[src/rtl/zbt_pkg.sv]
package zbt_pkg;

  typedef enum logic [1:0] {
    OP_IDLE = 2'd0,
    OP_RD   = 2'd1,
    OP_WR   = 2'd2
  } op_e;

  // low address offset of beat cnt of a burst starting at base
  function automatic logic [1:0] burst_offs(logic [1:0] base, logic [1:0] cnt, logic ilv);
    return ilv ? (base ^ cnt) : (base + cnt);
  endfunction

endpackage

[src/rtl/zbt_burst_ctr.sv]
module zbt_burst_ctr #(
  parameter int ADDR_W = 6
) (
  input  logic              clk_i,
  input  logic              rst_ni,
  input  logic              en_i,
  input  logic              load_i,
  input  logic              ilv_i,
  input  logic [ADDR_W-1:0] addr_i,
  output logic [ADDR_W-1:0] addr_o
);
  import zbt_pkg::*;

  localparam int HI_W = ADDR_W - 2;

  logic [HI_W-1:0] hi_q;
  logic [1:0]      base_q;
  logic [1:0]      cnt_q;
  logic            ilv_q;

  always_ff @(posedge clk_i or negedge rst_ni) begin
    if (!rst_ni) begin
      hi_q   <= '0;
      base_q <= '0;
      cnt_q  <= '0;
      ilv_q  <= 1'b0;
    end else if (en_i) begin
      if (load_i) begin
        hi_q   <= addr_i[ADDR_W-1:2];
        base_q <= addr_i[1:0];
        cnt_q  <= '0;
        ilv_q  <= ilv_i;
      end else begin
        cnt_q  <= cnt_q + 2'd1;
      end
    end
  end

  assign addr_o = {hi_q, burst_offs(base_q, cnt_q, ilv_q)};

endmodule

[src/rtl/zbt_byte_ram.sv]
module zbt_byte_ram #(
  parameter int ADDR_W = 6,
  parameter int LANES  = 4,
  parameter int LANE_W = 9
) (
  input  logic                    clk_i,
  input  logic                    en_i,
  input  logic                    wr_i,
  input  logic                    rd_i,
  input  logic [ADDR_W-1:0]       addr_i,
  input  logic [LANES-1:0]        be_i,
  input  logic [LANES*LANE_W-1:0] wdata_i,
  output logic [LANES*LANE_W-1:0] rdata_o
);
  localparam int DEPTH = 1 << ADDR_W;

  for (genvar l = 0; l < LANES; l++) begin : g_lane
    logic [LANE_W-1:0] mem [DEPTH];
    logic [LANE_W-1:0] rd_q;

    always_ff @(posedge clk_i) begin
      if (en_i && wr_i && be_i[l]) mem[addr_i] <= wdata_i[l*LANE_W +: LANE_W];
      if (en_i && rd_i)            rd_q        <= mem[addr_i];
    end

    assign rdata_o[l*LANE_W +: LANE_W] = rd_q;
  end

endmodule

[src/rtl/zbt_sram.sv]
module zbt_sram #(
  parameter int ADDR_W = 6,
  parameter int LANES  = 4,
  parameter int LANE_W = 9
) (
  input  logic                    clk_i,
  input  logic                    rst_ni,
  input  logic                    clk_en_ni,
  input  logic                    cs1_ni,
  input  logic                    cs2_i,
  input  logic                    cs3_ni,
  input  logic                    adv_i,
  input  logic                    we_ni,
  input  logic [LANES-1:0]        be_ni,
  input  logic                    burst_ilv_i,
  input  logic                    oe_ni,
  input  logic                    sleep_i,
  input  logic [ADDR_W-1:0]       addr_i,
  input  logic [LANES*LANE_W-1:0] wdata_i,
  output logic [LANES*LANE_W-1:0] rdata_o,
  output logic                    rvalid_o
);
  import zbt_pkg::*;

  localparam int DATA_W = LANES * LANE_W;

  logic              en, sel, load;
  op_e               a_op, b_op;
  logic [LANES-1:0]  a_be, b_be;
  logic [ADDR_W-1:0] a_addr, b_addr;
  logic              rvld_q;
  logic [DATA_W-1:0] rd_q;

  assign en   = ~clk_en_ni & ~sleep_i;
  assign sel  = ~cs1_ni & cs2_i & ~cs3_ni;
  assign load = ~adv_i;

  // stage A: command capture; on continue the op type is kept
  always_ff @(posedge clk_i or negedge rst_ni) begin
    if (!rst_ni) begin
      a_op <= OP_IDLE;
      a_be <= '0;
    end else if (en) begin
      if (load) a_op <= !sel ? OP_IDLE : (we_ni ? OP_RD : OP_WR);
      a_be <= ~be_ni;
    end
  end

  zbt_burst_ctr #(.ADDR_W(ADDR_W)) u_ctr (
    .clk_i  (clk_i),
    .rst_ni (rst_ni),
    .en_i   (en),
    .load_i (load),
    .ilv_i  (burst_ilv_i),
    .addr_i (addr_i),
    .addr_o (a_addr)
  );

  // stage B: delay so write data lines up with read data
  always_ff @(posedge clk_i or negedge rst_ni) begin
    if (!rst_ni) begin
      b_op   <= OP_IDLE;
      b_be   <= '0;
      b_addr <= '0;
      rvld_q <= 1'b0;
    end else if (en) begin
      b_op   <= a_op;
      b_be   <= a_be;
      b_addr <= a_addr;
      rvld_q <= (b_op == OP_RD);
    end
  end

  zbt_byte_ram #(.ADDR_W(ADDR_W), .LANES(LANES), .LANE_W(LANE_W)) u_ram (
    .clk_i   (clk_i),
    .en_i    (en),
    .wr_i    (b_op == OP_WR),
    .rd_i    (b_op == OP_RD),
    .addr_i  (b_addr),
    .be_i    (b_be),
    .wdata_i (wdata_i),
    .rdata_o (rd_q)
  );

  assign rvalid_o = rvld_q & ~oe_ni & ~sleep_i;
  assign rdata_o  = rvalid_o ? rd_q : '0;

endmodule

[config.mk]
export PLATFORM = sky130hd
export DESIGN_NAME = zbt_sram
export DESIGN_NICKNAME = d
export VERILOG_FILES = /design/src/rtl/zbt_pkg.sv /design/src/rtl/zbt_burst_ctr.sv /design/src/rtl/zbt_byte_ram.sv /design/src/rtl/zbt_sram.sv
export SDC_FILE = /design/constraint.sdc
export NUM_CORES = 2
export LEC_CHECK = 0
export ABC_CLOCK_PERIOD_IN_PS = 5100
export CORE_MARGIN = 3
export CORE_UTILIZATION = 35
export DETAILED_ROUTE_END_ITERATION = 6
export DONT_BUFFER_PORTS = 1
export PLACE_DENSITY_LB_ADDON = 0.12
export SLEW_MARGIN = 20
export SYNTH_ARGS = -nofsm -noshare
export SYNTH_HDL_FRONTEND = slang
export SYNTH_SLANG_ARGS = --single-unit
[constraint.sdc]
create_clock -name clk_i -period 5.1 [get_ports clk_i]
set_clock_uncertainty 0.15 [all_clocks]
set_input_delay 0.255 -clock clk_i [delete_from_list [all_inputs] [get_ports clk_i]]
set_output_delay 0.255 -clock clk_i [all_outputs]
set_load 0.01 [all_outputs]
==> summary.txt <==
Run status
  – Outcome: complete, no violations

Run
  – Max-Cap Viols: 0

Worst hold path
  – HP Class: in2reg
  – Hold Crit Depth: 5

Floorplanning
  – Die area: ~0.26 mm²
  – Die X: between 500 and 600 µm
  – Rows: 186
  – Initial Util: 35.2%
  – Total core area: around 0.26 mm²
  – I/O Pins: 94
  – DIE HEIGHT: between 500 and 600 µm

Clock tree
  – H-tree lvl count: 5
  – CTS Sinks: approximately 2,400
  – CTS Root Cell: clkbuf_16
  – Post-cts gate resize count: 0
  – Clock slew at reported path FFs: around 0.060 ns
  – CTS Buffer Depth: 4
  – CTS tree: built
  – Skew-Pair Late Insertion Delay: between 0.9 and 1 ns
  – CTS Buf Count: ~280

Timing
  – Fin. max-slew vios: 0
  – Period utilization: between 80% and 90%
  – Slew margin rel.: 22.6%
  – Worst Tran Pin Value: about 1.2 ns
  – Final Hold Viols: 0
  – RSZ-0062 raised after global routing: no
  – Fmax: around 0.23 GHz
  – Total negative slack: 0 ns
  – # setup viols final: 0
  – Final hold slack: 0.0739 ns
  – Final min period: roughly 4.4 ns

Yosys
  – Syn Nets: 5,344
  – Mean Syn Cell Area: about 17 µm²
  – Synth Register Bits: 2,368
  – Synth async-reset ratio: approximately 1.2%
  – EDFF count, synth: roughly 2,300
  – Ys flop type: edfxtp_1
  – Mapped Area: around 0.091 mm²
  – Synthesized instance count: around 5,300
  – Yosys cell types: 68
  – Seq/Total Area, Yosys: between 70% and 80%
  – Synth warn: 0

Pwr
  – P per Cell Area: 479 mW/mm²
  – VDD IR-drop max: roughly 0.00042 V
  – Leakage Power: between 30 and 40 nW

Layout
  – Most frequent cells in the layout: 2,340 x edfxtp_1, 468 x buf_4, 450 x a22oi_1
  – Area grow syn2layout: 18.4%
  – FF+latch area: a little over 0.07 mm²
  – Ratio of cells with drive above 1 in the final layout: 18.0%
  – Commonest non-fill, non-tap cell in the layout: edfxtp_1
  – Final cell utilization of the core: a little over two fifths
  – NumNets Final: 5,827
  – Area of the multi-input gates: around 0.018 mm²
  – Layout fillers: 22,900

Worst setup path
  – R2R depth: 8
  – Worst R2R End: u_ram.g_lane[3].rd_q[1]
  – CP Launch Type: register
  – Slowest cell delay on critical path: 0.90 ns
  – Crit path to: u_ram.g_lane[3].rd_q[1]
  – Setup CP Type: reg2reg
  – Critical path data arrival time: just over 5 ns
  – Worst R2R Setup Slack: 0.71 ns
  – Setup crit end kind: register
  – CP Max Fanout: 23
  – CP required: about 5.8 ns
  – CP Cell Sequence: nor2b_1 -> nand2b_2 -> buf_4 -> buf_4 -> o22ai_1 -> o21ai_0 -> o21ai_0 -> or4_1
  – Crit path from: b_addr[4]
  – Worst flop-to-flop path startpoint: b_addr[4]
  – Max stage delay cell, worst path: nand2b_2

Detailed routing
  – Wire length per cell: around 38 µm
  – WL final: about 350,000 µm
  – Detailed-route via count: between 50,000 and 60,000
  – Final antenna-violating net count: 0
  – Post-route DRC: 0
  – Drt first-iter violations: about 7,400
  – TritonRoute pass-1 iters: 6
  – Vias per inst: about 6.0

Placement
  – Port Buffers: 0
  – Routability Congestion: a little under 0.9
  – Detailed placement HPWL: about 220,000 µm

GRT
  – Total GRT Usage: between 20% and 30%
  – Global-route wire length before repair: approximately 480,000 µm
  – Largest net degree at the start of global routing: just under 90
  – Initial antenna violation count: 33
  – Vias in the first global route: 54,200
  – GRT Residual Overflow: 0
## metrics by stage
stage | cells | setup slack (ns) | total power (W) | cell area, µm²
after floorplan | 5286 | 0.970 | 0.0277 | 90500
after global placement | 8756 | 0.851 | 0.0327 | 97100
after detailed placement | 8758 | 0.790 | 0.0327 | 97200
after CTS | 9329 | 0.801 | 0.0516 | 107000
after global routing | 9332 | 0.702 | 0.0528 | 107000
final | 9354 | 0.715 | 0.0514 | 107000
## cells by family after synthesis
family	synth area share, %
muxes	3.95
DFF	78.4
buffers and inverters	2.06
and+or+nand+nor	3.97
xor gates and xnor gates	0.0193
AOI/OAI and AO/OA	11.6
adders and majority gates	0.0138
## cell type report
| class | count | share of cell area, % |
|---|---|---|
| sequential | 2368 | 66.2 |
| tap | 3384 | 3.95 |
| clock inverter | 104 | 0.671 |
| timing repair buffer | 606 | 5.43 |
| inverter | 2 | 0.0163 |
| multi-input combinational | 2509 | 16.7 |
| clock buffer | 356 | 6.98 |
| antenna | 25 | 0.0584 |
## worst min path at each step
stage | start | endpoint | slack [ns]
6_report | sleep_i | u_ram.g_lane[1].mem[21][1] | 0.07
4_1_cts | sleep_i | u_ram.g_lane[1].mem[21][1] | 0.02
2_1_floorplan | rst_ni | a_be[0] | -0.19
3_5_place_dp | rst_ni | u_ctr.hi_q[0] | -0.19
3_3_place_gp | rst_ni | u_ctr.hi_q[0] | -0.19
5_1_grt | sleep_i | u_ram.g_lane[1].mem[21][1] | 0.08
## layer usage
| layer | share of wire (%) | routed length (µm) | vias to the layer above | GRT usage (%) |
|---|---|---|---|---|
| met2 | 46 | 162000 | 2757 | 40.5 |
| met4 | 4.0 | 14100 | 6 | 9.87 |
| li1 | - | - | 22700 | - |
| met3 | 8.1 | 28500 | 559 | 4.91 |
| met5 | 0.030 | 104 | - | 0.219 |
| met1 | 42 | 146000 | 30000 | 36.0 |
## where the power goes
group          switching, W  internal (W)  leakage [nW]
logic               0.00784       0.00341          8.18
clock network       0.00772        0.0107          4.00
registers          0.000192        0.0215          21.4
## cells in the mapped netlist (5+ instances only)
library cell	number	area, µm²
edfxtp_1	2340	70300
a22oi_1	450	3380
nor2_1	433	1630
a221oi_1	373	3270
nand2_1	200	751
clkbuf_1	198	743
o22ai_1	159	995
buf_2	138	691
a21oi_1	137	686
o21ai_0	123	616
mux2i_1	120	1200
mux4_2	74	1670
mux2_2	63	709
nor3_1	52	260
buf_1	44	165
and2_1	41	257
o221ai_1	35	307
dfrtp_1	28	701
nand3_1	20	100
or4_1	20	150
o21a_1	17	128
buf_6	16	180
a2111oi_2	13	195
nand4_1	13	81.3
o31a_1	13	114
a211o_1	12	105
a211oi_1	12	90.1
buf_4	11	82.6
a221o_1	9	90.1
a22o_1	9	78.8
nor2b_1	9	56.3
nor4_1	8	50.1
nand2b_1	7	43.8
o211ai_1	6	45.0
and3_1	5	31.3
nor3b_1	5	37.5
o32ai_1	5	43.8
## critical path, delay by kind of cell, from the launching register on
kind	cells	cell delay, ns
flip-flops	1	0.61
buffers and inverters	2	0.73
AO/OA/AOI/OAI	3	0.76
AND/OR/NAND/NOR	3	1.96
## state kept, by name, summed over array words and instances (netlist names)
register,cells
b_op,2
u_ram.g_lane.mem,2304
rvld_q,1
u_ctr.hi_q,4
b_be,4
a_be,4
u_ctr.base_q,2
b_addr,6
a_op,2
u_ctr.ilv_q,1
u_ctr.cnt_q,2
u_ram.g_lane.rd_q,36
## repair_timing
action | 4_1_cts | 5_1_grt
hold buffers | 111 | 0
setup buffers | 0 | 0
endpoints found under the hold margin | 2360 | 0
Power figures use the tool's default switching activity.
